[src/rtl/tgt_holdoff_pkg.sv]
package tgt_holdoff_pkg;
  typedef enum logic [1:0] {
    TERM_NONE  = 2'b00,
    TERM_DISC  = 2'b01,
    TERM_RETRY = 2'b10
  } term_e;

  typedef enum logic [1:0] {
    ST_IDLE = 2'b00,
    ST_DATA = 2'b01,
    ST_STOP = 2'b10
  } phase_e;
endpackage

[src/rtl/tgt_holdoff_timer.sv]
module tgt_holdoff_timer #(
  parameter int DLY_W     = 4,
  parameter int UNIT_CLKS = 8
) (
  input  logic             clk,
  input  logic             rst,
  input  logic             load,
  input  logic             tick,
  input  logic [DLY_W-1:0] dly,
  output logic             expire
);
  localparam int SHIFT = $clog2(UNIT_CLKS);
  localparam int CNT_W = DLY_W + SHIFT;
  localparam logic [CNT_W-1:0] CNT_MAX = CNT_W'(((1 << DLY_W) - 1) * UNIT_CLKS);

  logic [CNT_W-1:0] cnt_q;
  logic             en_q;

  assign expire = tick && en_q && (cnt_q == CNT_W'(1));

  always_ff @(posedge clk) begin
    if (rst) begin
      cnt_q <= '0;
      en_q  <= 1'b0;
    end else if (load) begin
      cnt_q <= CNT_W'(dly) * CNT_W'(UNIT_CLKS);
      en_q  <= (dly != '0);
    end else if (tick && en_q && cnt_q != '0) begin
      cnt_q <= cnt_q - 1'b1;
    end
  end

  AST_CNT_RANGE: assert property (@(posedge clk) disable iff (rst)
    cnt_q <= CNT_MAX);
  AST_ZERO_NEVER_EXPIRES: assert property (@(posedge clk) disable iff (rst)
    (load && dly == '0) |=> !expire);
endmodule

[src/rtl/tgt_phase_decide.sv]
module tgt_phase_decide (
  input  logic is_write,
  input  logic wfifo_full,
  input  logic wfifo_afull,
  input  logic rfifo_empty,
  input  logic local_grant,
  input  logic disc_mode,
  output logic ready,
  output logic disc_now
);
  logic path_ok;

  always_comb begin
    if (is_write) path_ok = !wfifo_full;
    else          path_ok = !rfifo_empty;
    ready    = local_grant && path_ok;
    disc_now = ready && is_write && wfifo_afull && disc_mode;
  end
endmodule

[src/rtl/tgt_holdoff_ctrl.sv]
module tgt_holdoff_ctrl
  import tgt_holdoff_pkg::*;
#(
  parameter int DLY_W     = 4,
  parameter int UNIT_CLKS = 8
) (
  input  logic             clk,
  input  logic             rst,
  input  logic             frame_n,
  input  logic             txn_start,
  input  logic             txn_write,
  input  logic             wfifo_full,
  input  logic             wfifo_afull,
  input  logic             rfifo_empty,
  input  logic             local_grant,
  input  logic             disc_mode,
  input  logic [DLY_W-1:0] retry_dly,
  output logic             trdy_n,
  output logic             stop_n,
  output logic [1:0]       term_code
);
  phase_e st_q;
  logic   dir_q;
  logic   ready, disc_now, expire;
  logic   t_load, t_tick;

  tgt_phase_decide u_decide (
    .is_write    (dir_q),
    .wfifo_full  (wfifo_full),
    .wfifo_afull (wfifo_afull),
    .rfifo_empty (rfifo_empty),
    .local_grant (local_grant),
    .disc_mode   (disc_mode),
    .ready       (ready),
    .disc_now    (disc_now)
  );

  always_comb begin
    t_load = 1'b0;
    t_tick = 1'b0;
    if (st_q == ST_IDLE) begin
      t_load = txn_start && !frame_n;
    end else if (st_q == ST_DATA && !frame_n) begin
      t_load = ready;
      t_tick = !ready;
    end
  end

  tgt_holdoff_timer #(.DLY_W(DLY_W), .UNIT_CLKS(UNIT_CLKS)) u_timer (
    .clk    (clk),
    .rst    (rst),
    .load   (t_load),
    .tick   (t_tick),
    .dly    (retry_dly),
    .expire (expire)
  );

  always_ff @(posedge clk) begin
    if (rst) begin
      st_q      <= ST_IDLE;
      dir_q     <= 1'b0;
      trdy_n    <= 1'b1;
      stop_n    <= 1'b1;
      term_code <= TERM_NONE;
    end else begin
      case (st_q)
        ST_IDLE: begin
          trdy_n    <= 1'b1;
          stop_n    <= 1'b1;
          term_code <= TERM_NONE;
          if (txn_start && !frame_n) begin
            st_q  <= ST_DATA;
            dir_q <= txn_write;
          end
        end
        ST_DATA: begin
          if (frame_n) begin
            st_q   <= ST_IDLE;
            trdy_n <= 1'b1;
            stop_n <= 1'b1;
          end else if (disc_now) begin
            st_q      <= ST_STOP;
            trdy_n    <= 1'b0;
            stop_n    <= 1'b0;
            term_code <= TERM_DISC;
          end else if (ready) begin
            trdy_n <= 1'b0;
          end else if (expire) begin
            st_q      <= ST_STOP;
            trdy_n    <= 1'b1;
            stop_n    <= 1'b0;
            term_code <= TERM_RETRY;
          end else begin
            trdy_n <= 1'b1;
          end
        end
        default: begin
          trdy_n <= 1'b1;
          if (frame_n) begin
            st_q      <= ST_IDLE;
            stop_n    <= 1'b1;
            term_code <= TERM_NONE;
          end else begin
            stop_n <= 1'b0;
          end
        end
      endcase
    end
  end

  AST_RETRY_NO_TRDY: assert property (@(posedge clk) disable iff (rst)
    (!stop_n && term_code == TERM_RETRY) |-> trdy_n);
  AST_DISC_WITH_TRDY: assert property (@(posedge clk) disable iff (rst)
    ($fell(stop_n) && term_code == TERM_DISC) |-> !trdy_n);
  AST_STOP_HOLD: assert property (@(posedge clk) disable iff (rst)
    (!stop_n && !frame_n) |=> !stop_n);
  AST_IDLE_TERM_NONE: assert property (@(posedge clk) disable iff (rst)
    stop_n |-> term_code == TERM_NONE);
  AST_NO_RETRY_ZERO_DLY: assert property (@(posedge clk) disable iff (rst)
    ($fell(stop_n) && trdy_n) |-> $past(retry_dly) != '0);
endmodule

[config.mk]
export PLATFORM = sky130hd
export DESIGN_NAME = tgt_holdoff_ctrl
export DESIGN_NICKNAME = d
export VERILOG_FILES = /design/src/rtl/tgt_holdoff_pkg.sv /design/src/rtl/tgt_holdoff_timer.sv /design/src/rtl/tgt_phase_decide.sv /design/src/rtl/tgt_holdoff_ctrl.sv
export SDC_FILE = /design/constraint.sdc
export NUM_CORES = 1
export LEC_CHECK = 0
export ABC_AREA = 1
export CORE_MARGIN = 8
export CORE_UTILIZATION = 35
export DETAILED_ROUTE_END_ITERATION = 10
export GPL_ROUTABILITY_DRIVEN = 0
export HOLD_SLACK_MARGIN = 0.08
export PLACE_DENSITY = 0.6
export REMOVE_ABC_BUFFERS = 1
export SYNTH_ARGS = -nofsm -noshare
export SYNTH_HDL_FRONTEND = slang
export SYNTH_SLANG_ARGS = --single-unit
[constraint.sdc]
create_clock -name clk -period 2.5 [get_ports clk]
set_clock_uncertainty 0.15 [all_clocks]
set_input_delay 0.625 -clock clk [delete_from_list [all_inputs] [get_ports clk]]
set_output_delay 0.625 -clock clk [all_outputs]
set_load 0.02 [all_outputs]
---- After elaboration in Yosys (flattened, before gate mapping) ----
Cells that the tools add are included.
storage, ports and cells
  output and inout port bits .............. 4
  word-level logic and storage cells ...... 67
  bits of input ports ..................... 14
  flip-flop bits (word level) ............. 15
cells by class
  bitwise operators ....................... 1
  reduce and logical (&&, ||, !) cells .... 24
  muxes and demuxes ....................... 25
  add/subtract/negate cells ............... 1
  equality and inequality tests ........... 8
operators with widths
  kind                                                  count
  2-to-1 mux 2 bit                                      8
  2-to-1 mux 7 bit                                      2
  2-to-1 mux 1 bit                                      12
  logical AND 1 bit                                     9
  != test 4 bit (second input constant)                 2
  one-hot mux 2 bit (2 select lines)                    2
  AND reduction 4 bit                                   2
  equality test 7 x 1 -> 1 bit (second input constant)  1
  nonzero test 7 bit                                    1
  subtractor 7 x 1 -> 7 bit (second input constant)     1
  != test 3 bit (second input constant)                 2
  logical NOT 1 bit                                     4
  AND reduction 2 bit                                   2
  nonzero test 4 bit                                    1
  nonzero test 3 bit                                    1
  OR reduction 3 bit                                    1
  equality test 2 x 1 -> 1 bit (second input constant)  1
  logical NOT 2 bit                                     1
  != test 2 x 1 -> 1 bit (second input constant)        1
  != test 2 bit (second input constant)                 1
  one-hot mux 1 bit (2 select lines)                    1
  nonzero test 2 bit                                    1
  OR reduction 2 bit                                    1
  inverter 1 bit                                        1

---- Longest topological paths before layout ----
  depth after elaboration ................. 13
  gate-level depth with buffers ........... 11

---- Modules after synthesis ----
A second synthesis with hierarchy kept.
unflattened totals
  cells, all modules ...................... 140
  area total of the unflattened synthesis .. 925.9 µm²
modules (own cells, without submodules)
  module             cells each  area an instance (µm²)  instances
  tgt_holdoff_timer  84          544.3                   1
  tgt_holdoff_ctrl   49          342.8                   1
  tgt_phase_decide   7           38.8                    1

---- Worst setup path after synthesis ----
Ideal clock, no wire load.
  path type ............................... in2reg
  start ................................... input wfifo_full
  end ..................................... register u_timer.cnt_q[4]
  setup time .............................. 111 ps
  arrival ................................. 1364 ps
  stages on the path ...................... 10
  path slack .............................. 875 ps
  path through ............................ nand2_1 > nand3_1 > inv_1 > nand2_1 > nand2_2 > inv_2 > nand2_1 > nor2_1 > nor2_1 > nor2_1
between the ends
  longest elaborated chain between the ends .. 9
ends and longest elaborated chain
  item                             RTL line                 text
  from (decl)                      tgt_holdoff_ctrl.sv:12   input logic wfifo_full,
  logical NOT 1 bit (*)            tgt_phase_decide.sv:14   if (is_write) path_ok = !wfifo_full;
  2-to-1 mux 1 bit (*)             tgt_phase_decide.sv:14
  logical AND 1 bit (*)            tgt_phase_decide.sv:16   ready = local_grant && path_ok;
  logical NOT 1 bit                tgt_holdoff_ctrl.sv:45   t_tick = !ready;
  2-to-1 mux 1 bit                 tgt_holdoff_ctrl.sv:43   end else if (st_q == ST_DATA && !frame_n) begin
  2-to-1 mux 1 bit                 tgt_holdoff_ctrl.sv:41   if (st_q == ST_IDLE) begin
  logical AND 1 bit (2 in series)  tgt_holdoff_timer.sv:28  end else if (tick && en_q && cnt_q != '0) begin
  nonzero test 2 bit (no line)     n/a
  to (signal assigned)             tgt_holdoff_timer.sv:26  cnt_q <= CNT_W'(dly) * CNT_W'(UNIT_CLKS);
  to (signal assigned)             tgt_holdoff_timer.sv:29  cnt_q <= cnt_q - 1'b1;
  to (decl)                        tgt_holdoff_timer.sv:16  logic [CNT_W-1:0] cnt_q;
Every way passes the cells marked *; elsewhere a longest branch is shown, timed or not.
A chain may end at the register's enable or synchronous reset.

---- Worst setup path in the final report ----
  start ................................... register term_code[0]
  end ..................................... output term_code[0]
RTL lines
  item                    RTL line                text
  from (decl)             tgt_holdoff_ctrl.sv:20  output logic [1:0] term_code
  from (signal assigned)  tgt_holdoff_ctrl.sv:64  term_code <= TERM_NONE;
  from (signal assigned)  tgt_holdoff_ctrl.sv:70  term_code <= TERM_NONE;
  from (signal assigned)  tgt_holdoff_ctrl.sv:85  term_code <= TERM_DISC;
No word-level cell between the ends.

==> summary.md <==
| Metric | Value |
|---|---|
| Global-route wire length before repair | about 3700 um |
| Max Cap Viol | 0 |
| Power spent charging and discharging nets | around 0.22 mW |
| Highest ir drop seen on vdd | 392 uV |
| Via count of the first global-routing pass | between 800 and 900 |
| Commonest non-fill, non-tap cells in the layout | nand2_1, nor2_1, inv_1 |
| Worst-skew pair later-pin latency | 300 ps |
| Critical Path Start Type | flop |
| List of cells traversed by the critical path | clkdlybuf4s50_1 |
| Internal Power | approximately 0.41 mW |
| Gate power share | 0.322 |
| Average cell area after synthesis | around 6.6 um2 |
| Min-delay worst type | reg2reg |
| Sequential fraction of design power | 0.443 |
| Total track usage | 0.104 |
| Worst slew slack as a fraction of its limit | 0.812 |
| Final setup fails | 0 |
| Sum Neg Setup Slack | 0 ps |
| Post-detailed-route DRC marker count | 0 |
| Count of nets after finishing | ~180 |
| Worst EP required | between 1500 and 2000 ps |
| Fraction of the yosys area taken by sequential cells | 0.323 |
| Power per cell area | between 500 and 600 nW/um2 |
| Leading cell types by total area after synthesis | dfxtp_1, nand2_1, nor2_1 |
| Register cell area after layout | about 300 um2 |
| Register bit count reported by yosys | 15 |
| Worst slew pin tran | ~280 ps |
| Initial core utilization | 0.371 |
| Area leader, netlist | dfxtp_1 |
| Critical Path AT | 1260 ps |
| Warnings, synthesis | 0 |
| Setup fix buffers added after clock tree synthesis | 0 |
| Wire length per cell | 11.2 um |
| Share of cells above drive strength 1 | 0.0807 |
| Via density per instance | between 4 and 5 |
| Synthesized instance count | 140 |
| Most common cell after layout, fill and taps aside | nand2_1 |
| Global route overflow | 0 |
| Clock input transition at the sequential cells of the worst setup and hold paths | about 90 ps |
| Final count of hold timing violations | 0 |
| Buf/Inv on CP | 1 |
| Clock share of power | 0.235 |
| H-tree level count | 1 |
| Total power | ~0.64 mW |
| Area overhead of the layout relative to synthesis | 24.8% |
| Inserted Clock Buffers | 3 |
| Critical path endpoint category | output port |
| 1st-pass router iterations | 4 |
| Cell area after technology mapping | slightly above 900 um2 |
| Final count of pins violating max slew | 0 |
| Area of the core region | 2500 um2 |
| Worst Path Class, Setup | reg2out |
| Library cell contributing the largest single delay on the critical path | clkdlybuf4s50_1 |
| Number of nets with antenna violations after routing | 0 |
| Number of buffers added to fix hold violations after cts | 0 |
| Outcome | complete, no violations |
| Switching share of power | 0.352 |
| Worst path max stage delay | 620 ps |
| First-iteration detailed-routing DRC count | 44 |
| RSZ-0062 raised after global routing | false |
| Max Buffers Root-to-Sink | 2 |
| Number of rows created at floorplan | 18 |
| Clock tree from TritonCTS | built |
| Total wire length | between 2000 and 2500 um |
| Clk root buf | clkbuf_4 |
| Period minus WS final | 2030 ps |
| Yosys top cell area share | 0.323 |
| Width of the die | around 68 um |
| Fraction of the cycle the final worst path needs | 0.812 |
| HPWL reported at the end of detailed placement | between 1500 and 2000 um |
| Post-CTS Resized | 0 |
| Worst path top cell family by delay | buffers and inverters |
| Max FO, Critical Path | 2 |
| Overall die area | 4560 um2 |
| Number of inserted diodes | 0 |
| Port Buffers | 17 |
| Core utilization of the finished layout | 0.463 |
| Largest net degree at the start of global routing | 13 |
| Number of different library cells in the post-synthesis netlist | 21 |
| # clock sinks | 15 |
| Area used by multi-input combinational logic | roughly 530 um2 |
| Upper clock frequency limit | 0.493 GHz |
| Leakage | between 0.5 and 0.6 nW |
| Number of fillers in the final layout | roughly 250 |
| I/O Pins | 18 |
| Vias post-DR | about 910 |
| Antenna violations before repair | 0 |
| DIE HEIGHT | ~68 um |
-- cells by family (layout without fill, tap and decap cells) --
kind of cell             count (synthesis)  in the layout  synth area share
AND/OR/NAND/NOR                         76             76             0.385
buffers and inverters                   23             44             0.101
AO/OA/AOI/OAI                           19             19             0.112
flip-flops                              15             15             0.323
XOR/XNOR                                 4              4            0.0377
adder cells (fa/ha/maj)                  3              3            0.0404
-- sequential cells by signal (all words and copies together), names as in the netlist --
register and cells:
dir_q 1, st_q 2, stop_n 1, term_code 2, trdy_n 1, u_timer.cnt_q 7, u_timer.en_q 1
-- routing by layer --
| layer | part of all wire | wire length [um] | vias to the layer above | GRT usage |
|---|---|---|---|---|
| met5 | 0 | 0 | - | 0 |
| met4 | 0.013 | 28 | 0 | 0.0392 |
| met3 | 0.061 | 130 | 4 | 0.0414 |
| met2 | 0.47 | 996 | 17 | 0.170 |
| met1 | 0.46 | 981 | 393 | 0.119 |
| li1 | - | - | 493 | - |
-- final timing paths --
check        slack, ps                            end                          start  depth (start not counted)
max                470                   term_code[0]      term_code[0]$_SDFFE_PP0P_                          1
min                350  u_timer.cnt_q[0]$_SDFFE_PP0P_  u_timer.cnt_q[0]$_SDFFE_PP0P_                          2
max reg2reg        910  u_timer.cnt_q[1]$_SDFFE_PP0P_           st_q[0]$_SDFFE_PP0P_                          7
min reg2reg        350  u_timer.cnt_q[0]$_SDFFE_PP0P_  u_timer.cnt_q[0]$_SDFFE_PP0P_                          2
-- power by group through the flow --
stage / Clock (mW) / Sequential [mW] / Combinational [mW]
6_report: 0.150 / 0.282 / 0.205
5_1_grt: 0.163 / 0.286 / 0.235
4_1_cts: 0.157 / 0.282 / 0.207
3_5_place_dp: 0 / 0.288 / 0.206
3_3_place_gp: 0 / 0.287 / 0.205
2_1_floorplan: 0 / 0.294 / 0.131
-- cell usage after synthesis --
cell type  number
nand4_1         3
inv_2           3
nand2_2         2
nand3_1        15
a21oi_1        12
o21ai_0         2
xnor2_1         1
dfxtp_1        15
o41ai_1         1
a21boi_0        2
nand2_1        27
or2_0           1
nor2_1         24
xor2_1          3
nor2_8          1
buf_6           1
ha_1            3
inv_1          19
nor2_4          1
o21ai_1         2
nand2_4         2
-- per-stage QoR --
step                instance area (um2)  hold WS (ps)  instances  setup WS [ps]
detailed placement                 1130           328        187            230
finish                             1160           347        191            470
global placement                   1130           333        187            255
CTS                                1160           347        191            459
floorplan                           917           308        139            872
global route                       1160           355        191            377
-- final cells by class --
class	instances	share of cell area
inverter	22	0.0713
tap	30	0.0324
multi-input combinational	102	0.461
sequential	15	0.259
clock buffer	4	0.0227
timing repair buffer	18	0.153
Note: power is estimated with default switching activity, not from simulation.
